File: src/rtl/dms_pkg.sv
package dms_pkg;
  localparam int unsigned DATA_W = 32;
  localparam int unsigned HALF_W = DATA_W / 2;
  localparam int unsigned PROD_W = 2 * HALF_W;
  localparam int unsigned DIFF_W = PROD_W + 1;

  typedef logic signed [HALF_W-1:0] half_t;
  typedef logic signed [PROD_W-1:0] prod_t;
  typedef logic signed [DIFF_W-1:0] diff_t;

  // Exchange the two halfwords of a word when sel is set.
  function automatic logic [DATA_W-1:0] halves_xchg(input logic [DATA_W-1:0] w,
                                                    input logic sel);
    return sel ? {w[HALF_W-1:0], w[DATA_W-1:HALF_W]} : w;
  endfunction

  // Signed product of two halfwords.
  function automatic prod_t half_mul(input half_t x, input half_t y);
    prod_t r;
    r = prod_t'(x) * prod_t'(y);
    return r;
  endfunction

  // Exact difference of two products, one bit wider than either.
  function automatic diff_t prod_sub(input prod_t p_lo, input prod_t p_hi);
    return diff_t'(p_lo) - diff_t'(p_hi);
  endfunction
endpackage

File: src/rtl/dms_operand_route.sv
module dms_operand_route
  import dms_pkg::*;
#(
  parameter int unsigned W = DATA_W
) (
  input  logic [W-1:0] b_in,
  input  logic         xchg,
  output logic [W-1:0] b_out
);
  localparam int unsigned H = W / 2;

  for (genvar g = 0; g < 2; g++) begin : g_half
    localparam int unsigned OWN   = g * H;
    localparam int unsigned OTHER = (1 - g) * H;
    assign b_out[OWN +: H] = xchg ? b_in[OTHER +: H] : b_in[OWN +: H];
  end
endmodule

File: src/rtl/dms_product_pair.sv
module dms_product_pair
  import dms_pkg::*;
(
  input  logic              clk,
  input  logic              rst,
  input  logic [DATA_W-1:0] a,
  input  logic [DATA_W-1:0] b,
  output logic [DATA_W-1:0] diff_out,
  output logic              fits_w
);
  prod_t prod [2];
  diff_t exact;

  for (genvar g = 0; g < 2; g++) begin : g_mul
    assign prod[g] = half_mul(half_t'(a[g*HALF_W +: HALF_W]),
                              half_t'(b[g*HALF_W +: HALF_W]));
  end

  assign exact    = prod_sub(prod[0], prod[1]);
  assign diff_out = exact[DATA_W-1:0];
  // Exact value survives truncation when the two top bits agree.
  assign fits_w   = (exact[DIFF_W-1] == exact[DIFF_W-2]);


  no_overflow_chk: assert property (@(posedge clk) disable iff (rst) fits_w)
    else $error("difference does not fit in 32 signed bits");
endmodule

File: src/rtl/dms_reg_guard.sv
module dms_reg_guard #(
  parameter int unsigned IDX_W = 4
) (
  input  logic [IDX_W-1:0] idx_d,
  input  logic [IDX_W-1:0] idx_a,
  input  logic [IDX_W-1:0] idx_b,
  output logic             unpred
);
  localparam logic [IDX_W-1:0] RESERVED = {IDX_W{1'b1}};
  logic [IDX_W-1:0] idx [3];
  logic [2:0]       hit;

  assign idx[0] = idx_d;
  assign idx[1] = idx_a;
  assign idx[2] = idx_b;

  for (genvar g = 0; g < 3; g++) begin : g_cmp
    assign hit[g] = (idx[g] == RESERVED);
  end

  assign unpred = |hit;
endmodule

File: src/rtl/dual_mulsub_unit.sv
module dual_mulsub_unit
  import dms_pkg::*;
#(
  parameter int unsigned IDX_W = 4
) (
  input  logic              clk,
  input  logic              rst,
  input  logic              issue_valid,
  input  logic              cond_pass,
  input  logic              xchg_mode,
  input  logic [IDX_W-1:0]  srca_idx,
  input  logic [IDX_W-1:0]  srcb_idx,
  input  logic [IDX_W-1:0]  dst_idx,
  input  logic [DATA_W-1:0] opnd_a,
  input  logic [DATA_W-1:0] opnd_b,
  output logic              res_valid,
  output logic              res_wr_en,
  output logic              res_unpred,
  output logic [IDX_W-1:0]  res_dst,
  output logic [DATA_W-1:0] res_data
);
  logic [DATA_W-1:0] b_routed;
  logic [DATA_W-1:0] diff_w;
  logic              fits_w;
  logic              unpred_w;
  logic              write_ok_w;

  dms_operand_route #(.W(DATA_W)) u_route (
    .b_in (opnd_b),
    .xchg (xchg_mode),
    .b_out(b_routed)
  );

  dms_product_pair u_prod (
    .clk     (clk),
    .rst     (rst),
    .a       (opnd_a),
    .b       (b_routed),
    .diff_out(diff_w),
    .fits_w  (fits_w)
  );

  dms_reg_guard #(.IDX_W(IDX_W)) u_guard (
    .idx_d (dst_idx),
    .idx_a (srca_idx),
    .idx_b (srcb_idx),
    .unpred(unpred_w)
  );

  assign write_ok_w = issue_valid && cond_pass && !unpred_w;

  always_ff @(posedge clk) begin
    if (rst) begin
      res_valid  <= 1'b0;
      res_wr_en  <= 1'b0;
      res_unpred <= 1'b0;
      res_dst    <= '0;
      res_data   <= '0;
    end else begin
      res_valid <= issue_valid;
      res_wr_en <= write_ok_w;
      if (issue_valid) begin
        res_unpred <= unpred_w;
        res_dst    <= dst_idx;
        res_data   <= diff_w;
      end
    end
  end


  valid_follow_chk: assert property (@(posedge clk) disable iff (rst)
    issue_valid |=> res_valid) else $error("result valid missing");

  valid_idle_chk: assert property (@(posedge clk) disable iff (rst)
    !issue_valid |=> !res_valid) else $error("spurious result valid");

  wr_gate_chk: assert property (@(posedge clk) disable iff (rst)
    res_wr_en |-> (res_valid && !res_unpred)) else $error("ungated write");

  unpred_dst_chk: assert property (@(posedge clk) disable iff (rst)
    (issue_valid && dst_idx == {IDX_W{1'b1}}) |=> res_unpred)
    else $error("reserved destination not flagged");

  hold_chk: assert property (@(posedge clk) disable iff (rst)
    !issue_valid |=> ($stable(res_data) && $stable(res_dst)))
    else $error("result changed while idle");
endmodule

File: config.mk
export PLATFORM = sky130hd
export DESIGN_NAME = dual_mulsub_unit
export DESIGN_NICKNAME = d
export VERILOG_FILES = /design/src/rtl/dms_pkg.sv /design/src/rtl/dms_operand_route.sv /design/src/rtl/dms_product_pair.sv /design/src/rtl/dms_reg_guard.sv /design/src/rtl/dual_mulsub_unit.sv
export SDC_FILE = /design/constraint.sdc
export NUM_CORES = 2
export LEC_CHECK = 0
export BUFFER_PORTS_ARGS = -buffer_cell sky130_fd_sc_hd__buf_2
export CORE_UTILIZATION = 45
export CTS_CLUSTER_SIZE = 28
export DETAILED_ROUTE_END_ITERATION = 7
export GPL_ROUTABILITY_DRIVEN = 0
export GPL_TIMING_DRIVEN = 0
export PLACE_DENSITY_LB_ADDON = 0.15
export SLEW_MARGIN = 0
export SYNTH_ARGS = -nofsm -noshare
export SYNTH_HDL_FRONTEND = slang
export SYNTH_SLANG_ARGS = --single-unit
export TNS_END_PERCENT = 100
File: constraint.sdc
create_clock -name clk -period 13.1 [get_ports clk]
set_clock_uncertainty 0.1 [all_clocks]
set_input_delay 2.62 -clock clk [delete_from_list [all_inputs] [get_ports clk]]
set_output_delay 2.62 -clock clk [all_outputs]
set_load 0.02 [all_outputs]
# Word level (Yosys, flattened, before mapping)

Index checks and enable logic that the tools add are counted.

Register bits: 39
Latch bits: 0
Memory bits (writable): 0
Bits in read-only memories: 0
Input bits: 81
Output and inout port bits: 39
Logic and storage cells: 17
Memories: 0

Add/sub/neg operators: 1
Multipliers: 2
Divide/modulo/power cells: 0
$lt $le $gt $ge: 0
Equal/unequal tests: 3
Shift-type cells: 0
Mux-type cells: 2
Bitwise operators: 0
Reduce and logical (&&, ||, !) cells: 4

Operators with widths:

| cell                 | number |
|---|---|
| $mul A16 B16 Y32     | 2 |
| $mux W16             | 2 |
| $sub A32 B32 Y32     | 1 |
| $eq A4 B4 Y1 const B | 3 |
| $reduce_or A3 Y1     | 1 |
| $logic_and A1 B1 Y1  | 2 |
| $logic_not A1 Y1     | 1 |

# Longest topological paths before layout

Word-level depth: 4
Mapped depth: 32

# Cells and area by module

From an unflattened synthesis, not the netlist that was laid out.

Cells, all modules: 2337
Area, all modules: 22412.7 um^2

Modules (own cells, without submodules):

| module            | times used | cells an instance | area each (um^2) | seq. area each (um^2) |
|---|---|---|---|---|
| dms_product_pair  | 1          | 2174              | 20448.4          | 0.0 |
| dual_mulsub_unit  | 1          | 123               | 1396.3           | 780.7 |
| dms_operand_route | 1          | 36                | 544.3            | 0.0 |
| dms_reg_guard     | 1          | 4                 | 23.8             | 0.0 |

# Worst setup path after synthesis

Ideal clock, no wire load.

Kind: input to register
From: in xchg_mode
To: reg res_data[29]
Setup time: 0.151 ns
Arrival: 10.127 ns
Slack: 2.722 ns
Stages on the path: 28
Buffers on the path: 3
Cell sequence: clkbuf_1 > clkbuf_1 > buf_2 > mux2_2 > nand2_1 > inv_1 > fa_1 > inv_1 > fa_1 > inv_1 > fa_1 > inv_1 > fa_1 > fa_1 > fa_1 > fa_1 > inv_1 > fa_1 > inv_1 > ha_1 > and3_1 > and2_1 > a221o_1 > a211oi_2 > nor2_1 > a31oi_1 > or4b_1 > o311ai_0

Word-level cells in the longest chain between the ends: 3
Elaborated cells between the ends (all ways): 5
Classes of those cells: 1 x add/sub; 2 x mul; 2 x mux

RTL lines:

| item                 | line                    | source |
|---|---|---|
| start, declared      | dual_mulsub_unit.sv:10  | `input logic xchg_mode,` |
| $mux W16             | dms_operand_route.sv:15 | `assign b_out[OWN +: H] = xchg ? b_in[OTHER +: H] : b_in[OWN +: H];` |
| $mul A16 B16 Y32     | dms_pkg.sv:20           | `r = prod_t'(x) * prod_t'(y);` |
| $sub A32 B32 Y32 (*) | dms_pkg.sv:26           | `return diff_t'(p_lo) - diff_t'(p_hi);` |
| end signal, assigned | dual_mulsub_unit.sv:65  | `res_data <= diff_w;` |
| end, declared        | dual_mulsub_unit.sv:20  | `output logic [DATA_W-1:0] res_data` |

Mark *: on every way between the ends. The rest lies on a longest branch, timed or not.
A chain may end at the register's enable or synchronous reset.

# Worst setup path in the final report

Same ends and word-level chain as after synthesis.

==> metrics.md <==
| Metric | Value |
|---|---|
| Largest net degree at the start of global routing | 14 |
| TritonCTS clock tree | done |
| Worst slew pin tran | 1.26 ns |
| Ranking of synthesized cells by area | fa_1, inv_1, ha_1 |
| WP data required | roughly 13 ns |
| WL per Instance | ~19 um |
| Slew HR | ~13% |
| Worst path arrival time | 11.80 ns |
| Fin crit period | 11.78 ns |
| Leading area contributor after synthesis | fa_1 |
| Routed wire length | 57.6 mm |
| Synth Register Bits | 39 |
| Root Driver | clkbuf_16 |
| GRT overflow | 0 |
| Max FO, Critical Path | 10 |
| Fin. Hold Viols | 0 |
| Clk buf depth | 2 |
| Seq/Total Area, Yosys | 3.58% |
| Mapped Area | between 20000 and 25000 sq um |
| All-layer global routing usage | 24.8% |
| CTS Sinks | 39 |
| Total core area | about 48000 sq um |
| Syn nets | slightly above 3k |
| Leading cell type in the layout, fill and taps excluded | inv_1 |
| First-pass GRT wire length | around 90 mm |
| Area share of the largest cell type after synthesis | between 50 and 60% |
| Fin cells | ~3k |
| 1st-iter DRT viols | around 790 |
| Synthesized instance count | about 2.3k |
| Vias/cell | approximately 5 |
| Placed wire-length estimate | about 53 mm |
| Via count | between 15k and 20k |
| Post-synth EDFFs | 0 |
| DRC violations left | 0 |
| Fin. max-slew vios | 0 |
| I/O Buffers | ~120 |
| Peak Freq | approximately 85 MHz |
| Die W | about 220 um |
| Top FF cell, synth | dfxtp_1 |
| Final Util | between 40 and 50% |
| Clk_lat worst skew | 0.29 ns |
| Initial antenna violation count | 3 |
| # placed instances | around 3k |
| Synth warn | 0 |
| Hold buffers post-CTS | 0 |
| Routed Antenna Nets | 0 |
| Period utilization | approximately nine tenths |
| Startpoint types | input port |
| # setup viols final | 0 |
| Setup TNS | 0 ns |
| Async set-or-reset flop fraction in the synthesized netlist | 0% |
| CP Capture Type | flip-flop |
| Final nets | roughly 3.2k |
| Max Cap Viol | 0 |
| Layout cells sized above 1 | ~7.4% |
| Clock slew at reported path FFs | 0.06 ns |
| CTS HTree Levels | 2 |
| Diodes inserted | 0 |
| Starting Density | a little under half |
| Post-CTS setup buffer count | 0 |
| Row count | 80 |
| Syn Area/Cell | 9.56 sq um |
| Post_cts resized | 0 |
| Status | finished, final reports clean |
| DR pass1 iterations | 5 |
| Io pins | 120 |
| Area growth syn-to-layout | 7.02% |
| Most frequent cells in the layout | inv_1, fa_1, nand2_1, and2_1, ha_1 |
| RSZ-0062 raised after global routing | false |
| Num CTS Buffers | 5 |
| WS Path Type | in2reg |
| Vias in the first global route | approximately 17k |
| Min-Delay Path Class | reg2reg |
| Die Span Y | approximately 220 um |
| Distinct cells, synth | between 50 and 60 |
| Die ar. | about 49000 sq um |
## logic make-up (layout without fill, tap and decap cells)
group	Yosys count	count (layout)	synth area share [%]
adder cells (fa/ha/maj)	736	736	62.1
flip-flops	39	39	3.58
multiplexers	59	59	2.84
buffers and inverters	713	839	12.3
AND/OR/NAND/NOR	596	596	14.1
XOR/XNOR	47	47	1.89
AO/OA/AOI/OAI	88	88	3.16
## through the flow
stage / worst slack (ns) / instance area [sq um] / hold WS (ns)
2_1_floorplan: 2.72 / 21800 / 0.444
3_3_place_gp: 1.09 / 23100 / 0.369
3_5_place_dp: 0.906 / 23100 / 0.379
4_1_cts: 1.20 / 23300 / 0.388
5_1_grt: 0.642 / 23300 / 0.410
6_report: 1.32 / 23300 / 0.386
## worst max-delay path: stages
cell and delay (ns):
clkbuf_1 0.20, clkbuf_1 0.61, mux2i_1 1.10, clkbuf_1 0.52
nor2b_1 0.14, fa_1 0.56, inv_1 0.06, fa_1 0.45
fa_1 0.53, fa_1 0.58, inv_1 0.06, fa_1 0.48
fa_1 0.43, inv_1 0.15, fa_1 0.45, fa_1 0.49
inv_1 0.04, ha_1 0.36, a21o_1 0.21, a21o_1 0.17
a21o_1 0.20, a221o_1 0.39, a211oi_2 0.36, nor2_1 0.13
a31oi_1 0.24, or4b_1 0.14, o311ai_0 0.13
## registers in the layout, indices dropped and copies added (netlist names)
name / flops
res_valid: 1
res_wr_en: 1
res_dst: 4
res_unpred: 1
res_data: 32
## worst paths after layout
path | startpoint | end | slack, ns | cells past startpoint
worst min-delay path | res_data[22] | res_data[22] | 0.39 | 2
worst max-delay path | xchg_mode | res_data[29] | 1.32 | 27
worst max register to register | res_data[30] | res_data[30] | 12.12 | 3
worst min register to register | res_data[22] | res_data[22] | 0.39 | 2
## cells in the mapped netlist, drive strengths merged (2+ instances only)
cell type  number
xnor2          39
or2            14
a211o           2
nand2         220
nand3           6
or4b            4
o21bai          2
ha            159
a211oi          4
a22oi           2
mux2           23
inv           634
o31ai           2
clkbuf         76
mux2i          36
nor2b         105
a21o           17
and2          159
dfxtp          39
a2111oi         2
o311ai          5
fa            577
and3            4
a21oi          21
nand4b          4
o211ai          2
nor3            3
nand2b         12
xor2            8
o21a            8
buf             3
nand4           4
o21ai           9
a31oi           5
nor2           55
a31o            2
## final cells by class
class	count	area, sq um
Buffer	79	298
Clock buffer	5	125
Clock inverter	3	43.8
Fill cell	4570	24400
Inverter	634	2380
Multi-Input combinational cell	1526	18300
Sequential cell	39	781
Tap cell	615	769
Timing Repair Buffer	118	591
## per-layer routing
metal | global-route usage [%] | vias to the layer above | part of all wire (%)
met5 | 0 | - | 0
met4 | 7.84 | 0 | 3.7
met3 | 2.28 | 71 | 4.8
met2 | 43.6 | 360 | 52
met1 | 32.2 | 8089 | 39
li1 | - | 6792 | -
Power is left out: the tool's default activity adds up to more than one toggle a clock period on the data nets, which glitch-free logic cannot reach.
